## src/rtl/nand_cmd_pkg.sv

```systemverilog
package nand_cmd_pkg;
   localparam logic [7:0] OP_READ       = 8'h00;
   localparam logic [7:0] OP_READ_HI    = 8'h01;
   localparam logic [7:0] OP_READ_SPARE = 8'h50;
   localparam logic [7:0] OP_READ_CONF  = 8'h30;
   localparam logic [7:0] OP_COL_SETUP  = 8'h05;
   localparam logic [7:0] OP_COL_GO     = 8'hE0;
   localparam logic [7:0] OP_READ_NSER  = 8'h35;
   localparam logic [7:0] OP_IDENT      = 8'h90;
   localparam logic [7:0] OP_RESET      = 8'hFF;
   localparam logic [7:0] OP_PROG_SETUP = 8'h80;
   localparam logic [7:0] OP_PROG_GO    = 8'h10;
   localparam logic [7:0] OP_ERASE_SET  = 8'h60;
   localparam logic [7:0] OP_ERASE_GO   = 8'hD0;
   localparam logic [7:0] OP_STATUS     = 8'h70;

   localparam int LANES      = 4;
   localparam int ADDR_W     = 8 * LANES;
   localparam int CNT_W      = 3;
   localparam int OFF_W      = 12;
   localparam int COL_PORT_W = 16;
   localparam int ROW_PORT_W = 24;

   typedef struct packed {
      logic rst;
      logic stat;
      logic id;
      logic erase;
      logic prog;
      logic load;
      logic read;
   } go_t;

   typedef enum logic [1:0] {
      SRC_NONE = 2'd0,
      SRC_ID   = 2'd1,
      SRC_STAT = 2'd2
   } src_e;
endpackage

```

## src/rtl/nand_byte_class.sv

```systemverilog
module nand_byte_class
   import nand_cmd_pkg::*;
#(
   parameter int LARGE_PAGE = 0,
   parameter int PAGE_BYTES = 512
) (
   input  logic             wr_stb,
   input  logic             ce_n,
   input  logic             cle,
   input  logic             ale,
   input  logic [7:0]       din,
   input  logic [7:0]       cur_cmd,
   output logic             cmd_take,
   output logic [7:0]       cmd_val,
   output logic             off_load,
   output logic [OFF_W-1:0] off_val,
   output logic             cnt_clr,
   output logic             col_clr,
   output logic             addr_take
);
   localparam bit LP = (LARGE_PAGE != 0);

   logic is_cmd;

   assign is_cmd    = wr_stb && !ce_n && cle;
   assign addr_take = wr_stb && !ce_n && ale && !cle;

   always_comb begin
      cmd_take = 1'b0;
      cmd_val  = din;
      off_load = 1'b0;
      off_val  = '0;
      col_clr  = 1'b0;
      if (is_cmd) begin
         if (LP && cur_cmd == OP_READ && din == OP_READ_CONF) begin
            cmd_take = 1'b0;
         end else if (LP && din == OP_COL_SETUP) begin
            col_clr = 1'b1;
         end else begin
            unique case (din)
               OP_READ: begin
                  cmd_take = 1'b1;
                  off_load = 1'b1;
               end
               OP_READ_HI: begin
                  cmd_take = 1'b1;
                  cmd_val  = OP_READ;
                  off_load = 1'b1;
                  off_val  = OFF_W'(12'h100);
               end
               OP_READ_SPARE: begin
                  cmd_take = 1'b1;
                  cmd_val  = OP_READ;
                  off_load = 1'b1;
                  off_val  = OFF_W'(PAGE_BYTES);
               end
               OP_IDENT, OP_PROG_SETUP, OP_PROG_GO, OP_ERASE_SET,
               OP_ERASE_GO, OP_STATUS, OP_READ_NSER, OP_COL_GO,
               OP_RESET:
                  cmd_take = 1'b1;
               default:
                  cmd_take = 1'b0;
            endcase
         end
      end
   end

   assign cnt_clr = (cmd_take && din != OP_COL_GO) || col_clr;
endmodule

```

## src/rtl/nand_addr_acc.sv

```systemverilog
module nand_addr_acc
   import nand_cmd_pkg::*;
#(
   parameter int COL_W = 8
) (
   input  logic             clk,
   input  logic             rst_n,
   input  logic             addr_take,
   input  logic [7:0]       din,
   input  logic             cnt_clr,
   input  logic             col_clr,
   input  logic             shift_row,
   input  logic             clr_all,
   output logic [ADDR_W-1:0] addr_q,
   output logic [CNT_W-1:0]  cnt_q
);
   localparam int COL_BYTES = COL_W / 8;
   localparam logic [CNT_W-1:0] CNT_SAT = '1;

   logic [ADDR_W-1:0] shifted;
   assign shifted = addr_q << COL_W;

   for (genvar b = 0; b < LANES; b++) begin : g_lane
      localparam bit IN_COL = (b < COL_BYTES);
      logic [7:0] byte_q;
      always_ff @(posedge clk or negedge rst_n) begin
         if (!rst_n)
            byte_q <= '0;
         else if (clr_all)
            byte_q <= '0;
         else if (shift_row)
            byte_q <= shifted[8*b +: 8];
         else if (col_clr && IN_COL)
            byte_q <= '0;
         else if (addr_take && cnt_q == CNT_W'(b))
            byte_q <= din;
      end
      assign addr_q[8*b +: 8] = byte_q;
   end

   always_ff @(posedge clk or negedge rst_n) begin
      if (!rst_n)
         cnt_q <= '0;
      else if (clr_all || cnt_clr)
         cnt_q <= '0;
      else if (addr_take && cnt_q != CNT_SAT)
         cnt_q <= cnt_q + 1'b1;
   end
endmodule

```

## src/rtl/nand_cmd_seq.sv

```systemverilog
module nand_cmd_seq
   import nand_cmd_pkg::*;
#(
   parameter int LARGE_PAGE = 0,
   parameter int ADDR_BYTES = 3
) (
   input  logic             clk,
   input  logic             rst_n,
   input  logic             cmd_take,
   input  logic [7:0]       cmd_val,
   input  logic             off_load,
   input  logic [OFF_W-1:0] off_val,
   input  logic             addr_take,
   input  logic [CNT_W-1:0] cnt_q,
   output go_t              go_next,
   output go_t              go_q,
   output logic [7:0]       cmd_q,
   output logic [OFF_W-1:0] off_q
);
   localparam bit LP = (LARGE_PAGE != 0);
   localparam logic [CNT_W-1:0] LAST = CNT_W'(ADDR_BYTES - 1);

   always_comb begin
      go_next = '0;
      if (cmd_take) begin
         unique case (cmd_val)
            OP_PROG_GO:   go_next.prog  = 1'b1;
            OP_ERASE_GO:  go_next.erase = 1'b1;
            OP_STATUS:    go_next.stat  = 1'b1;
            OP_RESET:     go_next.rst   = 1'b1;
            OP_READ_NSER,
            OP_COL_GO:    go_next.read  = LP;
            default:      go_next       = '0;
         endcase
      end else if (addr_take) begin
         if (cmd_q == OP_IDENT && cnt_q == '0)
            go_next.id = 1'b1;
         if (cnt_q == LAST && cmd_q == OP_READ)
            go_next.read = 1'b1;
         if (cnt_q == LAST && cmd_q == OP_PROG_SETUP)
            go_next.load = 1'b1;
      end
   end

   always_ff @(posedge clk or negedge rst_n) begin
      if (!rst_n) begin
         cmd_q <= OP_READ;
         off_q <= '0;
         go_q  <= '0;
      end else begin
         go_q <= go_next;
         if (go_next.rst) begin
            cmd_q <= OP_READ;
            off_q <= '0;
         end else begin
            if (cmd_take)
               cmd_q <= cmd_val;
            if (off_load)
               off_q <= off_val;
         end
      end
   end
endmodule

```

## src/rtl/nand_out_unit.sv

```systemverilog
module nand_out_unit
   import nand_cmd_pkg::*;
#(
   parameter int         LARGE_PAGE = 0,
   parameter logic [7:0] MFR_ID     = 8'hEC,
   parameter logic [7:0] DEV_ID     = 8'h73,
   parameter logic [7:0] FILL_BYTE  = 8'hA5
) (
   input  logic       clk,
   input  logic       rst_n,
   input  logic       ld_id,
   input  logic       ld_stat,
   input  logic       clr,
   input  logic       drop,
   input  logic       rd_stb,
   input  logic       wp_n,
   input  logic       busy_in,
   input  logic       err_in,
   output logic [7:0] status,
   output logic [7:0] dout
);
   localparam int   ID_LEN = 4;
   localparam int   LEN_W  = $clog2(ID_LEN + 1);

   src_e             src_q;
   logic [1:0]       idx_q;
   logic [LEN_W-1:0] len_q;
   logic             wp_q, busy_q, err_q;
   logic [7:0]       id_last;
   logic [7:0]       id_byte;

   if (LARGE_PAGE != 0) begin : g_id_lp
      assign id_last = 8'h15;
   end else begin : g_id_sp
      assign id_last = 8'hC0;
   end

   always_comb begin
      unique case (idx_q)
         2'd0:    id_byte = MFR_ID;
         2'd1:    id_byte = DEV_ID;
         2'd2:    id_byte = FILL_BYTE;
         default: id_byte = id_last;
      endcase
   end

   assign status = {wp_q, busy_q, 5'b0, err_q};

   always_comb begin
      if (len_q == '0)
         dout = 8'h00;
      else if (src_q == SRC_STAT)
         dout = status;
      else if (src_q == SRC_ID)
         dout = id_byte;
      else
         dout = 8'h00;
   end

   always_ff @(posedge clk or negedge rst_n) begin
      if (!rst_n) begin
         src_q <= SRC_NONE;
         idx_q <= '0;
         len_q <= '0;
      end else if (clr || drop) begin
         src_q <= SRC_NONE;
         idx_q <= '0;
         len_q <= '0;
      end else if (ld_id) begin
         src_q <= SRC_ID;
         idx_q <= '0;
         len_q <= LEN_W'(ID_LEN);
      end else if (ld_stat) begin
         src_q <= SRC_STAT;
         idx_q <= '0;
         len_q <= LEN_W'(1);
      end else if (rd_stb && len_q != '0) begin
         idx_q <= idx_q + 1'b1;
         len_q <= len_q - 1'b1;
      end
   end

   always_ff @(posedge clk or negedge rst_n) begin
      if (!rst_n) begin
         wp_q   <= 1'b0;
         busy_q <= 1'b0;
         err_q  <= 1'b0;
      end else begin
         wp_q   <= wp_n;
         busy_q <= busy_in && !clr;
         err_q  <= (err_q && !clr) || err_in;
      end
   end
endmodule

```

## src/rtl/nand_cmd_front.sv

```systemverilog
module nand_cmd_front
   import nand_cmd_pkg::*;
#(
   parameter int         LARGE_PAGE = 0,
   parameter logic [7:0] MFR_ID     = 8'hEC,
   parameter logic [7:0] DEV_ID     = 8'h73,
   parameter logic [7:0] FILL_BYTE  = 8'hA5
) (
   input  logic        clk,
   input  logic        rst_n,
   input  logic        wr_stb,
   input  logic        rd_stb,
   input  logic        ce_n,
   input  logic        cle,
   input  logic        ale,
   input  logic [7:0]  din,
   input  logic        wp_n,
   input  logic        busy_in,
   input  logic        err_in,
   output logic [7:0]  dout,
   output logic        go_read,
   output logic        go_load,
   output logic        go_prog,
   output logic        go_erase,
   output logic        go_id,
   output logic        go_status,
   output logic        go_reset,
   output logic [15:0] col_addr,
   output logic [23:0] row_addr,
   output logic [11:0] col_offset,
   output logic [7:0]  cur_cmd
);
   localparam bit LP         = (LARGE_PAGE != 0);
   localparam int PAGE_BYTES = LP ? 2048 : 512;
   localparam int COL_W      = LP ? 16 : 8;
   localparam int ADDR_BYTES = LP ? 4 : 3;
   localparam int ROW_W      = ADDR_W - COL_W;

   if (LARGE_PAGE != 0 && LARGE_PAGE != 1) begin : g_bad_mode
      $error("LARGE_PAGE must be 0 or 1");
   end
   if (PAGE_BYTES >= (1 << OFF_W)) begin : g_bad_off
      $error("column offset field too narrow for page size");
   end
   if (ADDR_BYTES > LANES || COL_W > COL_PORT_W || ROW_W > ROW_PORT_W) begin : g_bad_addr
      $error("address register lanes do not fit the port widths");
   end

   logic             cmd_take, off_load, cnt_clr, col_clr, addr_take;
   logic [7:0]       cmd_val;
   logic [OFF_W-1:0] off_val, off_q;
   logic [ADDR_W-1:0] addr_q;
   logic [CNT_W-1:0] cnt_q;
   logic [7:0]       cmd_q;
   logic [7:0]       status_w;
   go_t              go_next, go_q;

   nand_byte_class #(
      .LARGE_PAGE (LARGE_PAGE),
      .PAGE_BYTES (PAGE_BYTES)
   ) u_class (
      .wr_stb    (wr_stb),
      .ce_n      (ce_n),
      .cle       (cle),
      .ale       (ale),
      .din       (din),
      .cur_cmd   (cmd_q),
      .cmd_take  (cmd_take),
      .cmd_val   (cmd_val),
      .off_load  (off_load),
      .off_val   (off_val),
      .cnt_clr   (cnt_clr),
      .col_clr   (col_clr),
      .addr_take (addr_take)
   );

   nand_addr_acc #(
      .COL_W (COL_W)
   ) u_addr (
      .clk       (clk),
      .rst_n     (rst_n),
      .addr_take (addr_take),
      .din       (din),
      .cnt_clr   (cnt_clr),
      .col_clr   (col_clr),
      .shift_row (go_next.erase),
      .clr_all   (go_next.rst),
      .addr_q    (addr_q),
      .cnt_q     (cnt_q)
   );

   nand_cmd_seq #(
      .LARGE_PAGE (LARGE_PAGE),
      .ADDR_BYTES (ADDR_BYTES)
   ) u_seq (
      .clk       (clk),
      .rst_n     (rst_n),
      .cmd_take  (cmd_take),
      .cmd_val   (cmd_val),
      .off_load  (off_load),
      .off_val   (off_val),
      .addr_take (addr_take),
      .cnt_q     (cnt_q),
      .go_next   (go_next),
      .go_q      (go_q),
      .cmd_q     (cmd_q),
      .off_q     (off_q)
   );

   nand_out_unit #(
      .LARGE_PAGE (LARGE_PAGE),
      .MFR_ID     (MFR_ID),
      .DEV_ID     (DEV_ID),
      .FILL_BYTE  (FILL_BYTE)
   ) u_out (
      .clk     (clk),
      .rst_n   (rst_n),
      .ld_id   (go_next.id),
      .ld_stat (go_next.stat),
      .clr     (go_next.rst),
      .drop    (cmd_take && cmd_val != OP_STATUS),
      .rd_stb  (rd_stb),
      .wp_n    (wp_n),
      .busy_in (busy_in),
      .err_in  (err_in),
      .status  (status_w),
      .dout    (dout)
   );

   assign go_read    = go_q.read;
   assign go_load    = go_q.load;
   assign go_prog    = go_q.prog;
   assign go_erase   = go_q.erase;
   assign go_id      = go_q.id;
   assign go_status  = go_q.stat;
   assign go_reset   = go_q.rst;
   assign col_addr   = COL_PORT_W'(addr_q[COL_W-1:0]);
   assign row_addr   = ROW_PORT_W'(addr_q[ADDR_W-1:COL_W]);
   assign col_offset = off_q;
   assign cur_cmd    = cmd_q;
endmodule

```

## config.mk

```make
export PLATFORM = sky130hd
export DESIGN_NAME = nand_cmd_front
export DESIGN_NICKNAME = d
export VERILOG_FILES = /design/src/rtl/nand_cmd_pkg.sv /design/src/rtl/nand_byte_class.sv /design/src/rtl/nand_addr_acc.sv /design/src/rtl/nand_cmd_seq.sv /design/src/rtl/nand_out_unit.sv /design/src/rtl/nand_cmd_front.sv
export SDC_FILE = /design/constraint.sdc
export NUM_CORES = 1
export LEC_CHECK = 0
export ABC_CLOCK_PERIOD_IN_PS = 2400
export BUFFER_PORTS_ARGS = -buffer_cell sky130_fd_sc_hd__buf_2
export CORE_ASPECT_RATIO = 1.4
export CORE_MARGIN = 2
export CORE_UTILIZATION = 45
export DETAILED_ROUTE_END_ITERATION = 6
export GPL_ROUTABILITY_DRIVEN = 0
export PLACE_DENSITY = 0.73
export SLEW_MARGIN = 20
export SYNTH_ARGS = -nofsm -noshare
export SYNTH_HDL_FRONTEND = slang
export SYNTH_HIERARCHICAL = 1
export SYNTH_SLANG_ARGS = --single-unit
```

## constraint.sdc

```tcl
create_clock -name clk -period 2.4 [get_ports clk]
set_input_delay 0.24 -clock clk [delete_from_list [all_inputs] [get_ports clk]]
set_output_delay 0.24 -clock clk [all_outputs]
set_load 0.03 [all_outputs]
```

After elaboration in Yosys (flattened, before gate mapping). Index checks and enable logic that the tools add are counted.

$add $sub $neg: 3. Equal/unequal tests: 27. Muxes and demuxes: 54. Reductions and logical operators: 41.

Operators with widths (count): two-way mux 8 bit (19); == test 8 bit (second input constant) (9); two-way mux 12 bit (3); == test 8 x 7 -> 1 bit (second input constant) (4); case mux 8 bit (3 select lines) (1); two-way mux 2 bit (11); case mux 10 bit (2 select lines) (1); two-way mux 3 bit (6); nonzero test 3 bit (6); logical AND 1 bit (17); == test 8 x 5 -> 1 bit (second input constant) (2); zero test 8 bit (2); two-way mux 1 bit (13); OR reduction 12 bit (1); == test 8 x 1 -> 1 bit (second input constant) (1); == test 8 x 6 -> 1 bit (second input constant) (1); inequality test 8 x 7 -> 1 bit (second input constant) (1); inequality test 8 bit (second input constant) (1); == test 3 x 2 -> 1 bit (second input constant) (2); zero test 3 bit (2); nonzero test 2 bit (3); == test 2 x 1 -> 1 bit (second input constant) (2); == test 2 bit (second input constant) (2); nonzero test 4 bit (1); 10 further kinds (14).

Bits in registers: 72.

Longest topological paths before layout.
Depth in word-level cells: 10. Depth in mapped cells: 14. Mapped depth without buffers: 9.

Cells and area by module. The synthesis kept the hierarchy.

By module, submodules not included: nand_addr_acc (instances 1, cells each 157, area an instance 1809.2 µm²); nand_cmd_seq (instances 1, cells each 100, area an instance 1113.6 µm²); nand_out_unit (instances 1, cells each 77, area an instance 690.7 µm²); nand_byte_class (instances 1, cells each 51, area an instance 332.8 µm²); nand_cmd_front (instances 1, cells each 12, area an instance 88.8 µm²).

Worst setup path before layout. Ideal clock, no wire load.

Kind: input -> register. Start: in din[7]. End: reg u_addr.g_lane[1].byte_q[0]. Library setup time: 0.125 ns. Data arrival time: 2.718 ns. Data required time: 2.275 ns. Setup slack: -0.443 ns. Cell stages on the path: 12. Cells stage by stage: buf_6 > or4_1 > a21o_1 > a21boi_1 > buf_6 > nand3_1 > nor3_2 > buf_2 > buf_2 > a211o_1 > buf_6 > mux2_4.

RTL lines: start: declaration (RTL line nand_cmd_front.sv:16) `input logic [7:0] din,`; end signal: assignment (RTL line nand_addr_acc.sv:32) `byte_q <= shifted[8*b +: 8];`; end signal: assignment (RTL line nand_addr_acc.sv:36) `byte_q <= din;`; end: declaration (RTL line nand_addr_acc.sv:25) `logic [7:0] byte_q;`.

Worst setup path in the final report.
Start: in wr_stb. End: reg u_out.len_q[1].

Word-level cells in the longest chain between the ends: 9. Elaborated cells between the ends (all ways): 20. Those cells by class: eq/ne (3); mux (10); reduce/logical (7).

Ends and longest elaborated chain: start: declaration (RTL line nand_cmd_front.sv:11) `input logic wr_stb,`; logical AND 1 bit (*) (2 in a row) (RTL line nand_byte_class.sv:25) `assign is_cmd = wr_stb && !ce_n && cle;`; two-way mux 8 bit (*) (RTL line nand_byte_class.sv:34) `if (is_cmd) begin`; via cmd_val[6] (RTL line nand_cmd_front.sv:50) `logic [7:0] cmd_val;`; == test 8 x 7 -> 1 bit (RTL line nand_cmd_seq.sv:26) `unique case (cmd_val)`; two-way mux 1 bit (RTL line nand_cmd_seq.sv:26); two-way mux 2 bit (RTL line nand_cmd_seq.sv:25) `if (cmd_take) begin`; two-way mux 3 bit (RTL line nand_out_unit.sv:73) `end else if (ld_stat) begin`; two-way mux 3 bit (RTL line nand_out_unit.sv:69) `end else if (ld_id) begin`; two-way mux 3 bit (RTL line nand_out_unit.sv:65) `end else if (clr || drop) begin`; end signal: assignment (RTL line nand_out_unit.sv:72) `len_q <= LEN_W'(ID_LEN);`; end signal: assignment (RTL line nand_out_unit.sv:79) `len_q <= len_q - 1'b1;`; end: declaration (RTL line nand_out_unit.sv:27) `logic [LEN_W-1:0] len_q;`.

Mark *: on every way through the listed nets, which the timed path passes. The rest lies on a longest branch. A chain may end at the register's enable or synchronous reset.

==> flow_metrics.env <==
export IMPL_fin_worst_skew_ns=0.00494
export IMPL_io_pins=93
export IMPL_die_width_um=83.4
export IMPL_ys_warn_count=6
export IMPL_port_buffers=84
export IMPL_synthesis_area_per_instance_um2=10.2
export IMPL_fin_cells=628
export IMPL_finalCritPeriodShare=0.981
export IMPL_crit_path_max_fanout=5
export IMPL_critical_path_class="input port to flip-flop"
export IMPL_synth_cells=388
export IMPL_detail_route_first_pass_iterations=4
export IMPL_fp_dieArea_um2=9600
export IMPL_layout_nets=550
export IMPL_cap_viol_max_count=0
export IMPL_critical_path_startpoint_type="input port"
export IMPL_reg2reg_slack_ns=0.66
export IMPL_mappedNetlistArea_um2=3970
export IMPL_static_leakage_power_nw=2.74
export IMPL_peakVddDrop_mv=0.558
export IMPL_power_density_cell_area_nw_per_um2=835
export IMPL_unrepaired_setup_endpoints_after_global_routing="true"
export IMPL_arrival_ns=2.59
export IMPL_layout_area_overhead_vs_synth_pct=32.5
export IMPL_timing_critical_path_required_ns=2.64
export IMPL_grt_overflow_total=0
export IMPL_tot_gr_track_use=0.198
export IMPL_fmax_ghz=0.425
export IMPL_route_detailed_vias_per_inst=5.24
export IMPL_drc_errors=0
export IMPL_wire_per_inst_um=15.1
export IMPL_status="completed"
export IMPL_vias=3291
export IMPL_tritoncts="done"
export IMPL_start_util=0.464
export IMPL_grt_pass1_vias=3178
export IMPL_grt_first_pass_wirelength_um=15400
export IMPL_die_height_um=115
export IMPL_max_slew_margin_rel=0.404
export IMPL_numClockSinks=72
export IMPL_final_min_clock_period_ns=2.35
export IMPL_holdBufCountCts=0
export IMPL_hold_crit_class="input port to flip-flop"
export IMPL_worst_slew_pin_tran_ns=0.893
export IMPL_cts_root_buf="sky130_fd_sc_hd__clkbuf_16"
export IMPL_coreArea_um2=8560
export IMPL_grt_max_degree=73
export IMPL_routed_wl_um=9480
export IMPL_total_power_mw=4.39
export IMPL_hpwlAfterDp_um=6630
export IMPL_placed_cell_count=599
export IMPL_clk_pin_slew_ns=0.06
export IMPL_h_tree_depth=3
export IMPL_drv_slew=0
export IMPL_critPathCaptureType="flip-flop"
export IMPL_detail_route_antenna_nets=0
export IMPL_initial_antenna_violation_count=0
export IMPL_tritoncts_num_buffers=9
export IMPL_setup_viol_count_final=0
export IMPL_timing_hold_violations_final=0
export IMPL_row_count=40
export IMPL_preCtsSetupSlack_ns=-0.406
export IMPL_post_route_worst_setup_slack_ns=0.0460
export IMPL_final_layout_size_suffix_gt1_frac=0.394
export IMPL_antenna_diodes=0
export IMPL_clk_latency_ns=0.33
export IMPL_cts_root_to_sink_buffers=2
export IMPL_drt_first_iter_violations=163
## state kept, by name (all words and copies together) (netlist names)
signal	cells
u_addr/cnt_q	3
u_out/wp_q	1
u_out/len_q	3
u_seq/go_q	7
u_out/idx_q	2
u_out/busy_q	1
u_addr/g_lane.byte_q	32
u_out/src_q	2
u_out/err_q	1
u_seq/cmd_q	8
u_seq/off_q	12
## what timing repair did
action                                  in CTS  in global routing
pin swaps                                    2                 15
cloned                                       0                  0
endpoints found under the setup margin      31                 40
setup buffers                                2                 11
gates resized for setup                      2                 22
## per-layer routing
metal,GRT usage,vias to the layer above,part of all wire
met5,0,-,0
met4,0.0754,0,0.015
met3,0.0330,12,0.046
met2,0.338,91,0.52
met1,0.255,1613,0.42
li1,-,1575,-
## worst paths after layout
| check | to | startpoint | cells past startpoint |
|---|---|---|---|
| setup / recovery | u_out/len_q[1] | wr_stb | 10 |
| max in group asynchronous | u_addr/g_lane[1].byte_q[2] | rst_n | 1 |
| hold reg to reg | u_addr/g_lane[3].byte_q[6] | u_addr/g_lane[3].byte_q[6] | 1 |
| hold / removal | u_out/wp_q | wp_n | 1 |
| min in group asynchronous | u_seq/off_q[3] | rst_n | 1 |
| setup reg to reg | u_out/len_q[2] | u_seq/cmd_q[3] | 6 |
## cell type report
class / count / area (um^2)
Tap cell: 105 / 131
Timing Repair Buffer: 147 / 981
Clock inverter: 4 / 45.0
Inverter: 20 / 75.1
Sequential cell: 72 / 1800
Multi-Input combinational cell: 268 / 1990
Clock buffer: 12 / 236
Fill cell: 708 / 3300
## metrics by stage
step / cell area [um^2] / utilization / hold WS, ns / TNS, ns
after floorplan: 4100 / - / -0.0556 / -4.58
after CTS: 5060 / 0.591 / 0.00917 / 0
final: 5260 / 0.615 / 0.0146 / 0
after detailed placement: 4760 / 0.556 / 0.355 / -16.03
after global placement: 4760 / 0.556 / 0.354 / -12.43
after global routing: 5260 / 0.615 / 0.0108 / -0.241
## layout by cell type, fill, tap and decap left out, types with 4 or more instances in the layout
| cell type | instances |
|---|---|
| sky130_fd_sc_hd__buf_2 | 78 |
| sky130_fd_sc_hd__dfrtp_1 | 72 |
| sky130_fd_sc_hd__buf_4 | 59 |
| sky130_fd_sc_hd__nand2_1 | 37 |
| sky130_fd_sc_hd__a21oi_1 | 24 |
| sky130_fd_sc_hd__nor2_1 | 23 |
| sky130_fd_sc_hd__conb_1 | 19 |
| sky130_fd_sc_hd__inv_1 | 19 |
| sky130_fd_sc_hd__mux2_4 | 16 |
| sky130_fd_sc_hd__mux2i_1 | 15 |
| sky130_fd_sc_hd__ha_1 | 14 |
| sky130_fd_sc_hd__a21o_1 | 10 |
| sky130_fd_sc_hd__clkbuf_16 | 9 |
| sky130_fd_sc_hd__nand2b_1 | 9 |
| sky130_fd_sc_hd__a22o_1 | 8 |
| sky130_fd_sc_hd__nor3_1 | 6 |
| sky130_fd_sc_hd__nor4_1 | 6 |
| sky130_fd_sc_hd__nand3_1 | 6 |
| sky130_fd_sc_hd__a211oi_1 | 5 |
| sky130_fd_sc_hd__nor2b_1 | 5 |
| sky130_fd_sc_hd__o21ai_0 | 5 |
| sky130_fd_sc_hd__buf_6 | 4 |
| sky130_fd_sc_hd__buf_12 | 4 |
| sky130_fd_sc_hd__a211oi_2 | 4 |
| sky130_fd_sc_hd__nand4_1 | 4 |
| sky130_fd_sc_hd__o22ai_1 | 4 |
## power breakdown
group	total [mW]	internal [mW]	switching (mW)
registers	1.71	1.47	0.237
clock network	1.28	0.800	0.481
logic	1.41	0.544	0.861
## worst max-delay path, cell delays in order
cell                       delay (ns)
sky130_fd_sc_hd__buf_6           0.09
sky130_fd_sc_hd__and3b_2         0.24
sky130_fd_sc_hd__nand2_4         0.09
sky130_fd_sc_hd__nor4_4          0.06
sky130_fd_sc_hd__a21boi_2        0.24
sky130_fd_sc_hd__or4b_1          0.45
sky130_fd_sc_hd__o41a_1          0.45
sky130_fd_sc_hd__or3_4           0.39
sky130_fd_sc_hd__nand2b_4        0.16
sky130_fd_sc_hd__a311oi_2        0.18
Note: power is estimated with default switching activity, not from simulation.
